### src/rtl/rtg_pkg.sv
package rtg_pkg;
  localparam int SYNC_W   = 8;
  localparam int GDEL_W   = 8;
  localparam int GATE_W   = 16;
  localparam int LEN_W    = 16;
  localparam int WORD_W   = 32;
  localparam int CTRL_W   = 16;

  localparam int SYNC_LSB = 24;
  localparam int GDEL_LSB = 16;
  localparam int GATE_LSB = 0;
  localparam int HLEN_LSB = 16;
  localparam int VLEN_LSB = 0;

  localparam int CB_EN    = 0;
  localparam int CB_POL_H = 12;
  localparam int CB_POL_V = 13;
  localparam int CB_POL_C = 14;
  localparam int CB_POL_B = 15;

  typedef enum logic [1:0] {
    PH_SYNC  = 2'd0,
    PH_GDEL  = 2'd1,
    PH_GATE  = 2'd2,
    PH_PORCH = 2'd3
  } phase_t;
endpackage

### src/rtl/rtg_axis.sv
module rtg_axis
  import rtg_pkg::*;
#(
  parameter int SW = 8,
  parameter int DW = 8,
  parameter int GW = 16,
  parameter int CW = 16
) (
  input  logic          clk,
  input  logic          rst_n,
  input  logic          clr,
  input  logic          step,
  input  logic [SW-1:0] sync_len,
  input  logic [DW-1:0] gdel_len,
  input  logic [GW-1:0] gate_len,
  input  logic [CW-1:0] total_len,
  output logic [CW-1:0] pos_o,
  output phase_t        phase_o,
  output logic          wrap_o
);
  localparam int SD_W = (SW > DW) ? SW : DW;
  localparam int PC_W = (GW > SD_W) ? GW : SD_W;

  logic [CW-1:0]   pos_q, pos_d;
  logic [PC_W-1:0] pc_q, pc_d;
  phase_t          ph_q, ph_d;
  logic [PC_W-1:0] cur_lim;
  logic            at_end;

  always_comb begin
    case (ph_q)
      PH_SYNC: cur_lim = PC_W'(sync_len);
      PH_GDEL: cur_lim = PC_W'(gdel_len);
      PH_GATE: cur_lim = PC_W'(gate_len);
      default: cur_lim = '0;
    endcase
  end

  assign at_end = (pos_q == total_len);

  always_comb begin
    pos_d = pos_q;
    ph_d  = ph_q;
    pc_d  = pc_q;
    if (clr) begin
      pos_d = '0;
      ph_d  = PH_SYNC;
      pc_d  = '0;
    end else if (step) begin
      if (at_end) begin
        pos_d = '0;
        ph_d  = PH_SYNC;
        pc_d  = '0;
      end else begin
        pos_d = pos_q + 1'b1;
        if (ph_q != PH_PORCH) begin
          if (pc_q == cur_lim) begin
            pc_d = '0;
            case (ph_q)
              PH_SYNC: ph_d = PH_GDEL;
              PH_GDEL: ph_d = PH_GATE;
              default: ph_d = PH_PORCH;
            endcase
          end else begin
            pc_d = pc_q + 1'b1;
          end
        end
      end
    end
  end

  always_ff @(posedge clk or negedge rst_n) begin
    if (!rst_n) begin
      pos_q <= '0;
      ph_q  <= PH_SYNC;
      pc_q  <= '0;
    end else begin
      pos_q <= pos_d;
      ph_q  <= ph_d;
      pc_q  <= pc_d;
    end
  end

  assign pos_o   = pos_q;
  assign phase_o = ph_q;
  assign wrap_o  = step && !clr && at_end;

  AST_WRAP_RESTARTS: assert property (@(posedge clk) disable iff (!rst_n)
    (step && !clr && at_end) |=> (pos_q == '0 && ph_q == PH_SYNC));

  AST_SYNC_ORDER: assert property (@(posedge clk) disable iff (!rst_n)
    (step && !clr && !at_end && ph_q == PH_SYNC) |=> (ph_q == PH_SYNC || ph_q == PH_GDEL));

  AST_GDEL_ORDER: assert property (@(posedge clk) disable iff (!rst_n)
    (step && !clr && !at_end && ph_q == PH_GDEL) |=> (ph_q == PH_GDEL || ph_q == PH_GATE));

  AST_GATE_ORDER: assert property (@(posedge clk) disable iff (!rst_n)
    (step && !clr && !at_end && ph_q == PH_GATE) |=> (ph_q == PH_GATE || ph_q == PH_PORCH));

  AST_IDLE_HOLDS: assert property (@(posedge clk) disable iff (!rst_n)
    (!clr && !step) |=> ($stable(pos_q) && $stable(ph_q)));

  AST_CLEAR_HOME: assert property (@(posedge clk) disable iff (!rst_n)
    clr |=> (pos_q == '0 && ph_q == PH_SYNC && pc_q == '0));
endmodule

### src/rtl/rtg_outreg.sv
module rtg_outreg
  import rtg_pkg::*;
#(
  parameter int CW = 16
) (
  input  logic          clk,
  input  logic          rst_n,
  input  logic          run,
  input  phase_t        h_ph,
  input  phase_t        v_ph,
  input  logic [CW-1:0] h_pos,
  input  logic [CW-1:0] v_pos,
  input  logic          pol_h,
  input  logic          pol_v,
  input  logic          pol_c,
  input  logic          pol_b,
  output logic          hsync_o,
  output logic          vsync_o,
  output logic          csync_o,
  output logic          blank_o,
  output logic          visible_o,
  output logic          line_start_o,
  output logic          frame_start_o,
  output logic [CW-1:0] hcount_o,
  output logic [CW-1:0] vcount_o
);
  logic          hs_a, vs_a, cs_a, vis_a, ls_a, fs_a;
  logic          hs_d, vs_d, cs_d, bl_d;
  logic [CW-1:0] hc_d, vc_d;

  always_comb begin
    hs_a  = run && (h_ph == PH_SYNC);
    vs_a  = run && (v_ph == PH_SYNC);
    cs_a  = hs_a ^ vs_a;
    vis_a = run && (h_ph == PH_GATE) && (v_ph == PH_GATE);
    ls_a  = run && (h_pos == '0);
    fs_a  = ls_a && (v_pos == '0);
    hs_d  = hs_a ^ pol_h;
    vs_d  = vs_a ^ pol_v;
    cs_d  = cs_a ^ pol_c;
    bl_d  = (!vis_a) ^ pol_b;
    hc_d  = run ? h_pos : '0;
    vc_d  = run ? v_pos : '0;
  end

  always_ff @(posedge clk or negedge rst_n) begin
    if (!rst_n) begin
      hsync_o       <= 1'b0;
      vsync_o       <= 1'b0;
      csync_o       <= 1'b0;
      blank_o       <= 1'b1;
      visible_o     <= 1'b0;
      line_start_o  <= 1'b0;
      frame_start_o <= 1'b0;
      hcount_o      <= '0;
      vcount_o      <= '0;
    end else begin
      hsync_o       <= hs_d;
      vsync_o       <= vs_d;
      csync_o       <= cs_d;
      blank_o       <= bl_d;
      visible_o     <= vis_a;
      line_start_o  <= ls_a;
      frame_start_o <= fs_a;
      hcount_o      <= hc_d;
      vcount_o      <= vc_d;
    end
  end

  AST_FRAME_IS_LINE: assert property (@(posedge clk) disable iff (!rst_n)
    frame_start_o |-> line_start_o);

  AST_LINE_AT_ZERO: assert property (@(posedge clk) disable iff (!rst_n)
    line_start_o |-> (hcount_o == '0));
endmodule

### src/rtl/raster_tgen.sv
module raster_tgen
  import rtg_pkg::*;
(
  input  logic              clk,
  input  logic              rst_n,
  input  logic [CTRL_W-1:0] ctrl_i,
  input  logic [WORD_W-1:0] htim_i,
  input  logic [WORD_W-1:0] vtim_i,
  input  logic [WORD_W-1:0] len_i,
  output logic              hsync_o,
  output logic              vsync_o,
  output logic              csync_o,
  output logic              blank_o,
  output logic              visible_o,
  output logic              line_start_o,
  output logic              frame_start_o,
  output logic [LEN_W-1:0]  hcount_o,
  output logic [LEN_W-1:0]  vcount_o
);
  logic             en_q, en_d;
  logic [LEN_W-1:0] h_pos, v_pos;
  phase_t           h_ph, v_ph;
  logic             h_wrap, v_wrap;

  assign en_d = ctrl_i[CB_EN];

  always_ff @(posedge clk or negedge rst_n) begin
    if (!rst_n) en_q <= 1'b0;
    else        en_q <= en_d;
  end

  rtg_axis #(.SW(SYNC_W), .DW(GDEL_W), .GW(GATE_W), .CW(LEN_W)) u_hax (
    .clk       (clk),
    .rst_n     (rst_n),
    .clr       (!en_q),
    .step      (en_q),
    .sync_len  (htim_i[SYNC_LSB +: SYNC_W]),
    .gdel_len  (htim_i[GDEL_LSB +: GDEL_W]),
    .gate_len  (htim_i[GATE_LSB +: GATE_W]),
    .total_len (len_i[HLEN_LSB +: LEN_W]),
    .pos_o     (h_pos),
    .phase_o   (h_ph),
    .wrap_o    (h_wrap)
  );

  rtg_axis #(.SW(SYNC_W), .DW(GDEL_W), .GW(GATE_W), .CW(LEN_W)) u_vax (
    .clk       (clk),
    .rst_n     (rst_n),
    .clr       (!en_q),
    .step      (h_wrap),
    .sync_len  (vtim_i[SYNC_LSB +: SYNC_W]),
    .gdel_len  (vtim_i[GDEL_LSB +: GDEL_W]),
    .gate_len  (vtim_i[GATE_LSB +: GATE_W]),
    .total_len (len_i[VLEN_LSB +: LEN_W]),
    .pos_o     (v_pos),
    .phase_o   (v_ph),
    .wrap_o    (v_wrap)
  );

  rtg_outreg #(.CW(LEN_W)) u_out (
    .clk           (clk),
    .rst_n         (rst_n),
    .run           (en_q),
    .h_ph          (h_ph),
    .v_ph          (v_ph),
    .h_pos         (h_pos),
    .v_pos         (v_pos),
    .pol_h         (ctrl_i[CB_POL_H]),
    .pol_v         (ctrl_i[CB_POL_V]),
    .pol_c         (ctrl_i[CB_POL_C]),
    .pol_b         (ctrl_i[CB_POL_B]),
    .hsync_o       (hsync_o),
    .vsync_o       (vsync_o),
    .csync_o       (csync_o),
    .blank_o       (blank_o),
    .visible_o     (visible_o),
    .line_start_o  (line_start_o),
    .frame_start_o (frame_start_o),
    .hcount_o      (hcount_o),
    .vcount_o      (vcount_o)
  );

  AST_VERT_AT_LINE: assert property (@(posedge clk) disable iff (!rst_n)
    (en_q && !h_wrap) |=> ($stable(v_ph) && $stable(v_pos)));

  AST_VWRAP_ON_LINE: assert property (@(posedge clk) disable iff (!rst_n)
    v_wrap |-> h_wrap);

  AST_QUIET_OFF: assert property (@(posedge clk) disable iff (!rst_n)
    !en_q |=> (!line_start_o && !visible_o && !frame_start_o));
endmodule

### config.mk
export PLATFORM = sky130hd
export DESIGN_NAME = raster_tgen
export DESIGN_NICKNAME = d
export VERILOG_FILES = /design/src/rtl/rtg_pkg.sv /design/src/rtl/rtg_axis.sv /design/src/rtl/rtg_outreg.sv /design/src/rtl/raster_tgen.sv
export SDC_FILE = /design/constraint.sdc
export NUM_CORES = 1
export LEC_CHECK = 0
export ABC_AREA = 1
export CORE_ASPECT_RATIO = 2
export CORE_MARGIN = 5
export CORE_UTILIZATION = 51
export CTS_CLUSTER_DIAMETER = 200
export DETAILED_ROUTE_END_ITERATION = 10
export PLACE_DENSITY = 0.81
export SLEW_MARGIN = 20
export SYNTH_ARGS = -nofsm -noshare
export SYNTH_HDL_FRONTEND = slang
export SYNTH_SLANG_ARGS = --single-unit
### constraint.sdc
create_clock -name clk -period 2.3 [get_ports clk]
set_input_delay 0.23 -clock clk [delete_from_list [all_inputs] [get_ports clk]]
set_output_delay 0.23 -clock clk [all_outputs]
set_load 0.03 [all_outputs]
Word level (Yosys, flattened, before mapping)
Cells that the tools add are included.
{"block": "op_classes", "eq_ne": 15, "n_reduce_logical": 15, "n_mux": 29, "bitwise_logic": 5, "addsub": 4}
{"operator": "$mux 16", "n": 16}
{"operator": "$pmux 16 s3", "n": 2}
{"operator": "$add 16x1->16 const B", "n": 4}
{"operator": "$eq 16x16->1", "n": 4}
{"operator": "$logic_not 16->1", "n": 2}
{"operator": "$mux 2", "n": 9}
{"operator": "$ne 3x1->1 const B", "n": 4}
{"operator": "$pmux 2 s2", "n": 2}
{"operator": "$logic_and 1x1->1", "n": 7}
{"operator": "$xor 1x1->1", "n": 5}
{"operator": "$eq 2x1->1 const B", "n": 2}
{"operator": "$eq 2x2->1 const B", "n": 2}
{"operator": "$logic_not 2->1", "n": 2}
{"operator": "$ne 2x2->1 const B", "n": 2}
{"operator": "$reduce_and 2->1", "n": 2}
{"operator": "$reduce_and 3->1", "n": 1}
{"operator": "$ne 2x1->1 const B", "n": 1}
{"operator": "$logic_not 1->1", "n": 1}
{"block": "totals", "inputBits": 114, "output_inout_bits": 39, "reg_bits": 108}

Longest topological paths before layout
Gate-level depths: netlist (run 1).
{"block": "depth", "ltp_word": 8, "ltp_mapped": 15, "mapped_depth_nobuf": 13}

Cells and area by module
From an unflattened synthesis (run 1), not the netlist that was laid out.
{"block": "unflattened", "cells_unflattened": 1033, "hier_area_um2": 6802.8}
{"module": "rtg_axis (u_vax)", "area_per_inst_um2": 2653.8, "cells_per_inst": 437, "seq_area_each_um2": 850.8, "n_inst": 1}
{"module": "rtg_axis (u_hax)", "area_per_inst_um2": 2650.0, "cells_per_inst": 436, "seq_area_each_um2": 850.8, "n_inst": 1}
{"module": "rtg_outreg", "area_per_inst_um2": 1470.2, "cells_per_inst": 158, "seq_area_each_um2": 977.2, "n_inst": 1}
{"module": "raster_tgen", "area_per_inst_um2": 28.8, "cells_per_inst": 2, "seq_area_each_um2": 25.0, "n_inst": 1}

Worst setup path after synthesis (run 1)
Ideal clock, no wire load.
{"block": "synth_timing", "path_kind": "reg2reg", "start": "register u_hax.ph_q[0] (netlist: u_hax.phase_o[0])", "end": "register u_hax.pc_q[0]", "arrival_time_ns": 1.646, "synth_period_minus_slack_ns": 1.772, "stages_incl_launch_ff": 11, "required_time_ns": 2.174, "slack_ns": 0.528, "cell_sequence": "dfrtp_1 -> nor2_1 -> nand2_1 -> nand3_1 -> xor2_1 -> nand2_1 -> nor2_1 -> nand3_2 -> nand2_4 -> buf_12 -> a21oi_2"}
{"block": "synth_between", "elab_chain_len": 7, "word_cells_on_any_way": 11, "classes_between": "eq/ne: 5; mux: 5; reduce/logical: 1"}
{"item": "from (decl)", "line": "rtg_axis.sv:26", "text": "phase_t ph_q, ph_d;"}
{"item": "from (signal assigned)", "line": "rtg_axis.sv:79", "text": "ph_q <= ph_d;"}
{"item": "$eq 2x2->1 (tied with other cells)", "line": "rtg_axis.sv:31", "text": "case (ph_q)"}
{"item": "$pmux 16 s3", "line": "rtg_axis.sv:31"}
{"item": "$eq 16x16->1", "line": "rtg_axis.sv:57", "text": "if (pc_q == cur_lim) begin"}
{"item": "$mux 16", "line": "rtg_axis.sv:57"}
{"item": "$mux 16", "line": "rtg_axis.sv:56", "text": "if (ph_q != PH_PORCH) begin"}
{"item": "$mux 16", "line": "rtg_axis.sv:50", "text": "if (at_end) begin"}
{"item": "$mux 16", "line": "rtg_axis.sv:45", "text": "if (clr) begin"}
{"item": "to (signal assigned)", "line": "rtg_axis.sv:80", "text": "pc_q <= pc_d;"}
{"item": "to (decl)", "line": "rtg_axis.sv:25", "text": "logic [PC_W-1:0] pc_q, pc_d;"}
Several ways; a longest one is shown, not always the timed one. The select of a mux whose other input is x is not followed.
A chain may end at the register's enable or synchronous reset.

Final worst setup path (run 1)
{"block": "layout_timing", "start": "register u_hax.ph_q[0] (netlist: u_hax.phase_o[0])", "end": "register u_hax.ph_q[0] (netlist: u_hax.phase_o[0])"}
{"block": "layout_between", "elab_chain_len": 6, "word_cells_on_any_way": 14, "classes_between": "eq/ne: 6; mux: 6; reduce/logical: 2"}
{"item": "parallel branches: the longest is 6 deep, another holds $pmux 16 s3"}
Several ways; the timed one is not identified. The select of a mux whose other input is x is not followed.

==> reports/summary.txt, run 1 <==
Largest area contributor in the synthesized netlist: dfrtp_1
Die Wd: 90.6 um
Largest net degree at the start of global routing: 80
Final period util: 0.920
Final Cell Area: 0.00872 mm^2
Total CTS buffers: 9
Synth unique cells: 39
Area growth syn-to-layout: 31.5%
GRT overflow: 0
Mux contribution to synthesized area: 0
H-tree depth reported by CTS: 3
Internal reg-to-reg setup slack: 0.18 ns
LEAKAGE: 4.27 nW
Crit path max fanout: 17
Worst path cell trace: inv_2, nor2_2, buf_12, nand2_1, nand3_1, xor2_1, nand2_1, nor2_1, nand3_2, nand2_8, nand2_1, o21ai_2
Post-Route WL: 18.3 mm
Most frequent cells in the layout: nand2_1 (310), clkdlybuf4s50_1 (140), inv_1 (126)
Multi-input combinational cell area: 0.00326 mm^2
Clock latency on the worst-skew pair: 0.35 ns
Die height: 171 um
Worst-path clk slew: 0.07 ns
Setup tns final: 0 ns
Cell repeated most along the worst path: nand2_1
Largest family of logic cells by synthesized area: simple AND/OR/NAND/NOR gates
Power Total: 4.51 mW
Max_cap viols: 0
XOR/XNOR Fraction of Synth Area: 0.0475
Hold path startpoint: ctrl_i[0]
Post-Place Worst Slack: 0.0407 ns
Yosys top cell area share: 0.404
Most used DFF post-synth: dfrtp_1
FF-to-FF Start: u_hax.phase_o[0]$_DFFE_PN0P_
Hold endpoint: en_q$_DFF_PN0_
Initial antenna violation count: 0
Synth Area in Adders: 0.0113
Share of layout cells above drive strength 1: 0.0768
Ys async rst share: 1.00
Number of global-route vias before repair: 6621
Simple-gate share of the synthesized area: 0.359
CP peak stage delay: 0.49 ns
Post-layout worst setup margin: 0.184 ns
Area of all sequential standard cells: 0.00271 mm^2
Starting Density: 0.513
Num ports: 153
Post-synth EDFFs: 0
# setup viols final: 0
Commonest non-fill, non-tap cell in the layout: nand2_1
WHS Path Cells: 1
Row count: 59
Residual DRC count: 0
First-pass GRT wire length: 30.3 mm
RR Endpoint: u_hax.phase_o[0]$_DFFE_PN0P_
Fin cells: 1272
IO buf count: 141
Root buffer cell: clkbuf_16
Final net count: 1235
Wire per inst: 14.4 um
Cell depth of the worst flop-to-flop path: 12
Startpoint types: flop
Synth area leaders: dfrtp_1 (40%), nand2_1 (18%), inv_1 (7.1%)
DR iter-0 viols: 330
Worst Skew: 0.00955 ns
Rel. slew slack: 0.650
ANT nets after route: 0
Clock Sink Count: 108
Pwr dens: 517 mW/mm^2
Placed Area: 0.00838 mm^2
Highest routed metal layer: met4
Drt pass-1 iters: 5
Post-synthesis cell count: 955
Crit path required time: 2.57 ns
Synth Register Bits: 108
Die footprint: 0.0155 mm^2
DPL Wire Length: 14.3 mm
Avg Inst Size Synth: 6.94 um^2
Hold Crit Class: input pin to flop
Wire length on met2: 10.3 mm
Status: finished clean
Placed cell count: 1254
Crit path kind: flop to flop
Fin crit period: 2.12 ns
Netlist Area Pre-Place: 0.00663 mm^2
Worst vdd ir: 0.441 mV
GR Util All Layers: 0.238
Critical Path End Type: flop
Complex-gate fraction of the synthesized area: 0.0713
Vias/cell: 5.16
Antenna Cells: 0
Met3 WL: 780 um
Post-Syn Nets: 1075
Worst EP arrival: 2.39 ns
Core Area: 0.0129 mm^2
Fill count: 1098
Unrepaired setup endpoints after global routing: no
Finished Core Util: 0.675
Fmax: 0.473 GHz
M1 WL: 6.44 mm
Register area share after synthesis: 0.408
Worst Max-Slew Pin Slew: 0.520 ns
Via count: 6563
Clk buf depth: 2
Slowest-stage cell, CP: dfrtp_1
Hold Violations, Final: 0
GPL Wtd Cong: 0.892
Worst hold slack: 0.334 ns
Count of final max-slew check failures: 0
Synth warn: 0
CTS tree: built
## cell families (layout without fill, tap and decap cells)
| logic type | after synthesis | count (layout) |
|---|---|---|
| flip-flops | 108 | 108 |
| adder cells (fa/ha/maj) | 6 | 6 |
| AO/OA/AOI/OAI | 83 | 83 |
| XOR/XNOR | 36 | 36 |
| AND/OR/NAND/NOR | 561 | 561 |
| buffers and inverters | 161 | 326 |
## cell type report
type | instances | share of cell area
inverter | 135 | 0.0584
clock buffer | 9 | 0.0258
clock inverter | 7 | 0.00760
multi-input combinational | 686 | 0.373
tap | 152 | 0.0218
timing repair buffer | 175 | 0.203
sequential | 108 | 0.311
## power by group
| group | internal [mW] | total (mW) | switching, mW |
|---|---|---|---|
| clock network | 0.763 | 1.54 | 0.774 |
| registers | 1.95 | 2.01 | 0.0672 |
| logic | 0.446 | 0.958 | 0.512 |
## worst max-delay path by stage
stage | startpoint | cells past startpoint | end | slack, ns
floorplan | u_hax.phase_o[0]$_DFFE_PN0P_ | 10 | u_hax.pc_q[0]$_DFFE_PN0P_ | 0.53
global placement | len_i[18] | 12 | u_hax.pc_q[3]$_DFFE_PN0P_ | 0.09
detailed placement | u_hax.phase_o[1]$_DFFE_PN0P_ | 11 | u_hax.pc_q[11]$_DFFE_PN0P_ | 0.04
CTS | u_hax.phase_o[1]$_DFFE_PN0P_ | 12 | u_hax.phase_o[0]$_DFFE_PN0P_ | 0.03
global route | u_hax.phase_o[0]$_DFFE_PN0P_ | 11 | u_hax.pc_q[3]$_DFFE_PN0P_ | 0.006
finish | u_hax.phase_o[0]$_DFFE_PN0P_ | 12 | u_hax.phase_o[0]$_DFFE_PN0P_ | 0.18
## sequential cells by signal (all words and copies together), names as in the netlist
register / count
u_out.csync_o: 1
u_out.vcount_o: 16
u_hax.pos_o: 16
u_out.visible_o: 1
u_hax.pc_q: 16
u_vax.phase_o: 2
u_out.blank_o: 1
u_vax.pc_q: 16
u_out.line_start_o: 1
u_hax.phase_o: 2
u_out.hsync_o: 1
u_out.frame_start_o: 1
u_out.vsync_o: 1
en_q: 1
u_vax.pos_o: 16
u_out.hcount_o: 16
## layer usage
metal / GRT usage / vias to the layer above
met5: 0 / -
met4: 0.121 / 0
met3: 0.0249 / 59
met2: 0.480 / 211
met1: 0.233 / 2976
li1: - / 3317
## critical path, delay by kind of cell (launching register included)
kind	cells	cell delay, ns
compound gates	1	0.06
xor+xnor	1	0.14
buf+inv	2	0.23
flops	1	0.49
simple gates	8	1.12
## Yosys cell counts (all sizes together) (2+ instances only)
cell type  count
nand2        314
nand3         94
xnor2          6
buf           23
inv          135
a21oi         39
o21ai         39
nor2         104
a31oi          2
clkbuf         3
xor2          30
ha             6
nor3          19
dfrtp        107
nand4         23
nor4           4
## what timing repair did
| action | in CTS | in global routing |
|---|---|---|
| endpoints found under the hold margin | 29 | 0 |
| endpoints found under the setup margin | 0 | 20 |
| hold buffers | 1 | 0 |
| resized for setup | 0 | 6 |
| setup buffers | 0 | 1 |
(Power assumes the default switching activity.)
==> run 2, diff against run 1 <==
--- a/config.mk
+++ b/config.mk
@@ -7,7 +7,6 @@
 export LEC_CHECK = 0
 export ABC_AREA = 1
 export CORE_ASPECT_RATIO = 2
-export CORE_MARGIN = 5
 export CORE_UTILIZATION = 51
 export CTS_CLUSTER_DIAMETER = 200
 export DETAILED_ROUTE_END_ITERATION = 10
==> run 2 against run 1 <==
  * Cell count decreased by 0.24%
  * Sequential power about the same
  * Worst setup slack got worse by 0.058 ns
  * Die area decreased by 13%
  * Sequential share of layout area about the same
  * Via count increased by 0.81%
  * Clock-buffer cell count unchanged
  * Non-clock buffer count decreased by 1
  * Critical endpoint is now u_hax.pc_q[1]$_DFFE_PN0P_
  * Largest power group unchanged
  * Highest routed layer unchanged
==> reports/summary.txt, run 2 (synthesis gave the netlist of run 1 again) <==
CTS tree: built (unchanged)
LEAKAGE: 4.28 nW (was 4.27 nW)
Commonest non-fill, non-tap cell in the layout: nand2_1 (unchanged)
Power Internal: 3.46 mW (was 3.16 mW)
Worst-path clk slew: 0.07 ns (about the same)
Sw Ratio: 0.274 (was 0.300)
Area growth syn-to-layout: 31.2% (was 31.5%)
Crit path kind: flop to flop (unchanged)
Worst EP arrival: 2.39 ns (about the same)
Worst vdd ir: 0.434 mV (was 0.441 mV)
DR iter-0 viols: 356 (was 330)
Wire per inst: 14.2 um (was 14.4 um)
GRT overflow: 0 (unchanged)
Max_cap viols: 0 (unchanged)
Final Cell Area: 0.00870 mm^2 (was 0.00872 mm^2)
Core Area: 0.0126 mm^2 (was 0.0129 mm^2)
Status: finished clean (unchanged)
Post-Route WL: 18.0 mm (was 18.3 mm)
Antenna Cells: 0 (unchanged)
Startpoint types: flop (unchanged)
Clk buf depth: 2 (unchanged)
Initial antenna violation count: 0 (unchanged)
Crit path required time: 2.52 ns (was 2.57 ns)
Fin crit period: 2.17 ns (was 2.12 ns)
Final net count: 1234 (was 1235)
Die footprint: 0.0135 mm^2 (was 0.0155 mm^2)
Share of layout cells above drive strength 1: 0.0724 (was 0.0768)
Critical Path End Type: flop (unchanged)
Worst Skew: 0.00677 ns (was 0.00955 ns)
Row count: 58 (was 59)
Worst Max-Slew Pin Slew: 0.551 ns (was 0.520 ns)
Starting Density: 0.525 (was 0.513)
Pwr dens: 547 mW/mm^2 (was 517 mW/mm^2)
Switch Pwr: 1.31 mW (was 1.35 mW)
Worst path cell trace: nor2_4, buf_12, nand2_1, xor2_1, nor2_1, nand2_1, nor2_1, nand3_2, nand2_4, o21ai_0 (was inv_2, nor2_2, buf_12, nand2_1, nand3_1, xor2_1, nand2_1, nor2_1, nand3_2, nand2_8, nand2_1, o21ai_2)
Die Wd: 82.6 um (was 90.6 um)
Final period util: 0.945 (was 0.920)
Slowest-stage cell, CP: dfrtp_1 (unchanged)
Logic pwr share: 0.201 (was 0.212)
Largest net degree at the start of global routing: 93 (was 80)
Fmax: 0.460 GHz (was 0.473 GHz)
DPL Wire Length: 13.6 mm (was 14.3 mm)
Count of final max-slew check failures: 0 (unchanged)
Most frequent cells in the layout: nand2_1 (310), clkdlybuf4s50_1 (140), inv_1 (126) (unchanged)
ANT nets after route: 0 (unchanged)
Via count: 6616 (was 6563)
Drt pass-1 iters: 5 (unchanged)
Number of global-route vias before repair: 6298 (was 6621)
# setup viols final: 0 (unchanged)
Post-Place Worst Slack: 0.0668 ns (was 0.0407 ns)
Register share of total power: 0.423 (was 0.447)
Total CTS buffers: 9 (unchanged)
GR Util All Layers: 0.282 (was 0.238)
CP peak stage delay: 0.47 ns (was 0.49 ns)
Root buffer cell: clkbuf_16 (unchanged)
Post-layout worst setup margin: 0.126 ns (was 0.184 ns)
Placed Area: 0.00832 mm^2 (was 0.00838 mm^2)
Clock share of power: 0.376 (was 0.341)
IO buf count: 141 (unchanged)
First-pass GRT wire length: 28.9 mm (was 30.3 mm)
Fill count: 1076 (was 1098)
Vias/cell: 5.21 (was 5.16)
GPL Wtd Cong: 0.909 (was 0.892)
Hold Crit Class: input pin to async pin (was input pin to flop)
H-tree depth reported by CTS: 3 (unchanged)
FF-to-FF Start: u_hax.phase_o[0]$_DFFE_PN0P_ (unchanged)
Residual DRC count: 0 (unchanged)
Worst hold slack: 0.285 ns (was 0.334 ns)
Clock Sink Count: 108 (unchanged)
Crit path max fanout: 17 (unchanged)
CP Launch Point: u_hax.phase_o[0]$_DFFE_PN0P_ (unchanged)
Die height: 163 um (was 171 um)
Rel. slew slack: 0.633 (was 0.650)
Finished Core Util: 0.689 (was 0.675)
Hold Violations, Final: 0 (unchanged)
Setup tns final: 0 ns (unchanged)
Num ports: 153 (unchanged)
Clock latency on the worst-skew pair: 0.35 ns (about the same)
[run 2: changes by cell type in the layout (fill, tap and decap cells not counted), moves of 2 or more]
cell and delta:
buf_12 -4, dfrtp_2 -4, bufinv_16 +3, buf_4 +3
dfrtp_1 +4, inv_8 -3, clkinv_4 -2, inv_6 +2
[run 2: final cells by class]
cell class / count / area (um^2) / area share
Tap cell: 150 / 188 / 0.0216
Sequential cell: 108 / 2700 / 0.311
Timing Repair Buffer: 174 / 1710 / 0.196
Clock inverter: 7 / 120 / 0.0138
Inverter: 135 / 509 / 0.0585
Multi-Input combinational cell: 686 / 3250 / 0.373
Clock buffer: 9 / 225 / 0.0259
[run 2: path summary, 6_finish.rpt]
check	to	slack (ns)	cells past startpoint
max	u_hax.pc_q[1]$_DFFE_PN0P_	0.13	10
min in group clk	en_q$_DFF_PN0_	0.34	1
max in group asynchronous	u_hax.pc_q[7]$_DFFE_PN0P_	1.21	3
min reg2reg	u_out.vcount_o[15]$_DFF_PN0_	0.51	2
max reg2reg	u_hax.pc_q[1]$_DFFE_PN0P_	0.13	10
min	u_vax.pc_q[4]$_DFFE_PN0P_	0.29	2
[run 2: critical path: cells and delay by family, from the launching register on]
| kind | cells | cell delay [ns] |
|---|---|---|
| and+or+nand+nor | 7 | 1.13 |
| buffers and inverters | 1 | 0.15 |
| xor gates and xnor gates | 1 | 0.16 |
| DFF | 1 | 0.47 |
| AOI/OAI and AO/OA | 1 | 0.13 |
[run 2: stage by stage]
| stage | std cells | total power, mW |
|---|---|---|
| final | 1269 | 4.76 |
| after global routing | 1269 | 4.98 |
| after CTS | 1268 | 4.80 |
| after detailed placement | 1251 | 3.00 |
| after global placement | 1251 | 2.98 |
| after floorplan | 955 | 2.55 |
[run 2: routing by layer]
metal | track usage | vias to the layer above | share of wire
li1 | - | 3318 | -
met4 | 0.147 | 0 | 0.043
met1 | 0.280 | 3038 | 0.36
met3 | 0.0430 | 57 | 0.039
met2 | 0.535 | 203 | 0.56
met5 | 0 | - | 0
[run 2: power groups by stage]
stage	Clock, mW	Sequential (mW)	Combinational (mW)
after floorplan	0	2.06	0.491
after global placement	0	2.05	0.935
after global routing	1.89	2.02	1.07
final	1.79	2.01	0.956
after CTS	1.83	2.01	0.956
after detailed placement	0	2.05	0.949
[run 2: timing repair]
item	in CTS	in global routing
buffers inserted	0	1
hold buffers	1	0
hold endpoints to repair	16	0
resized for setup	0	1
endpoints found under the setup margin	0	32
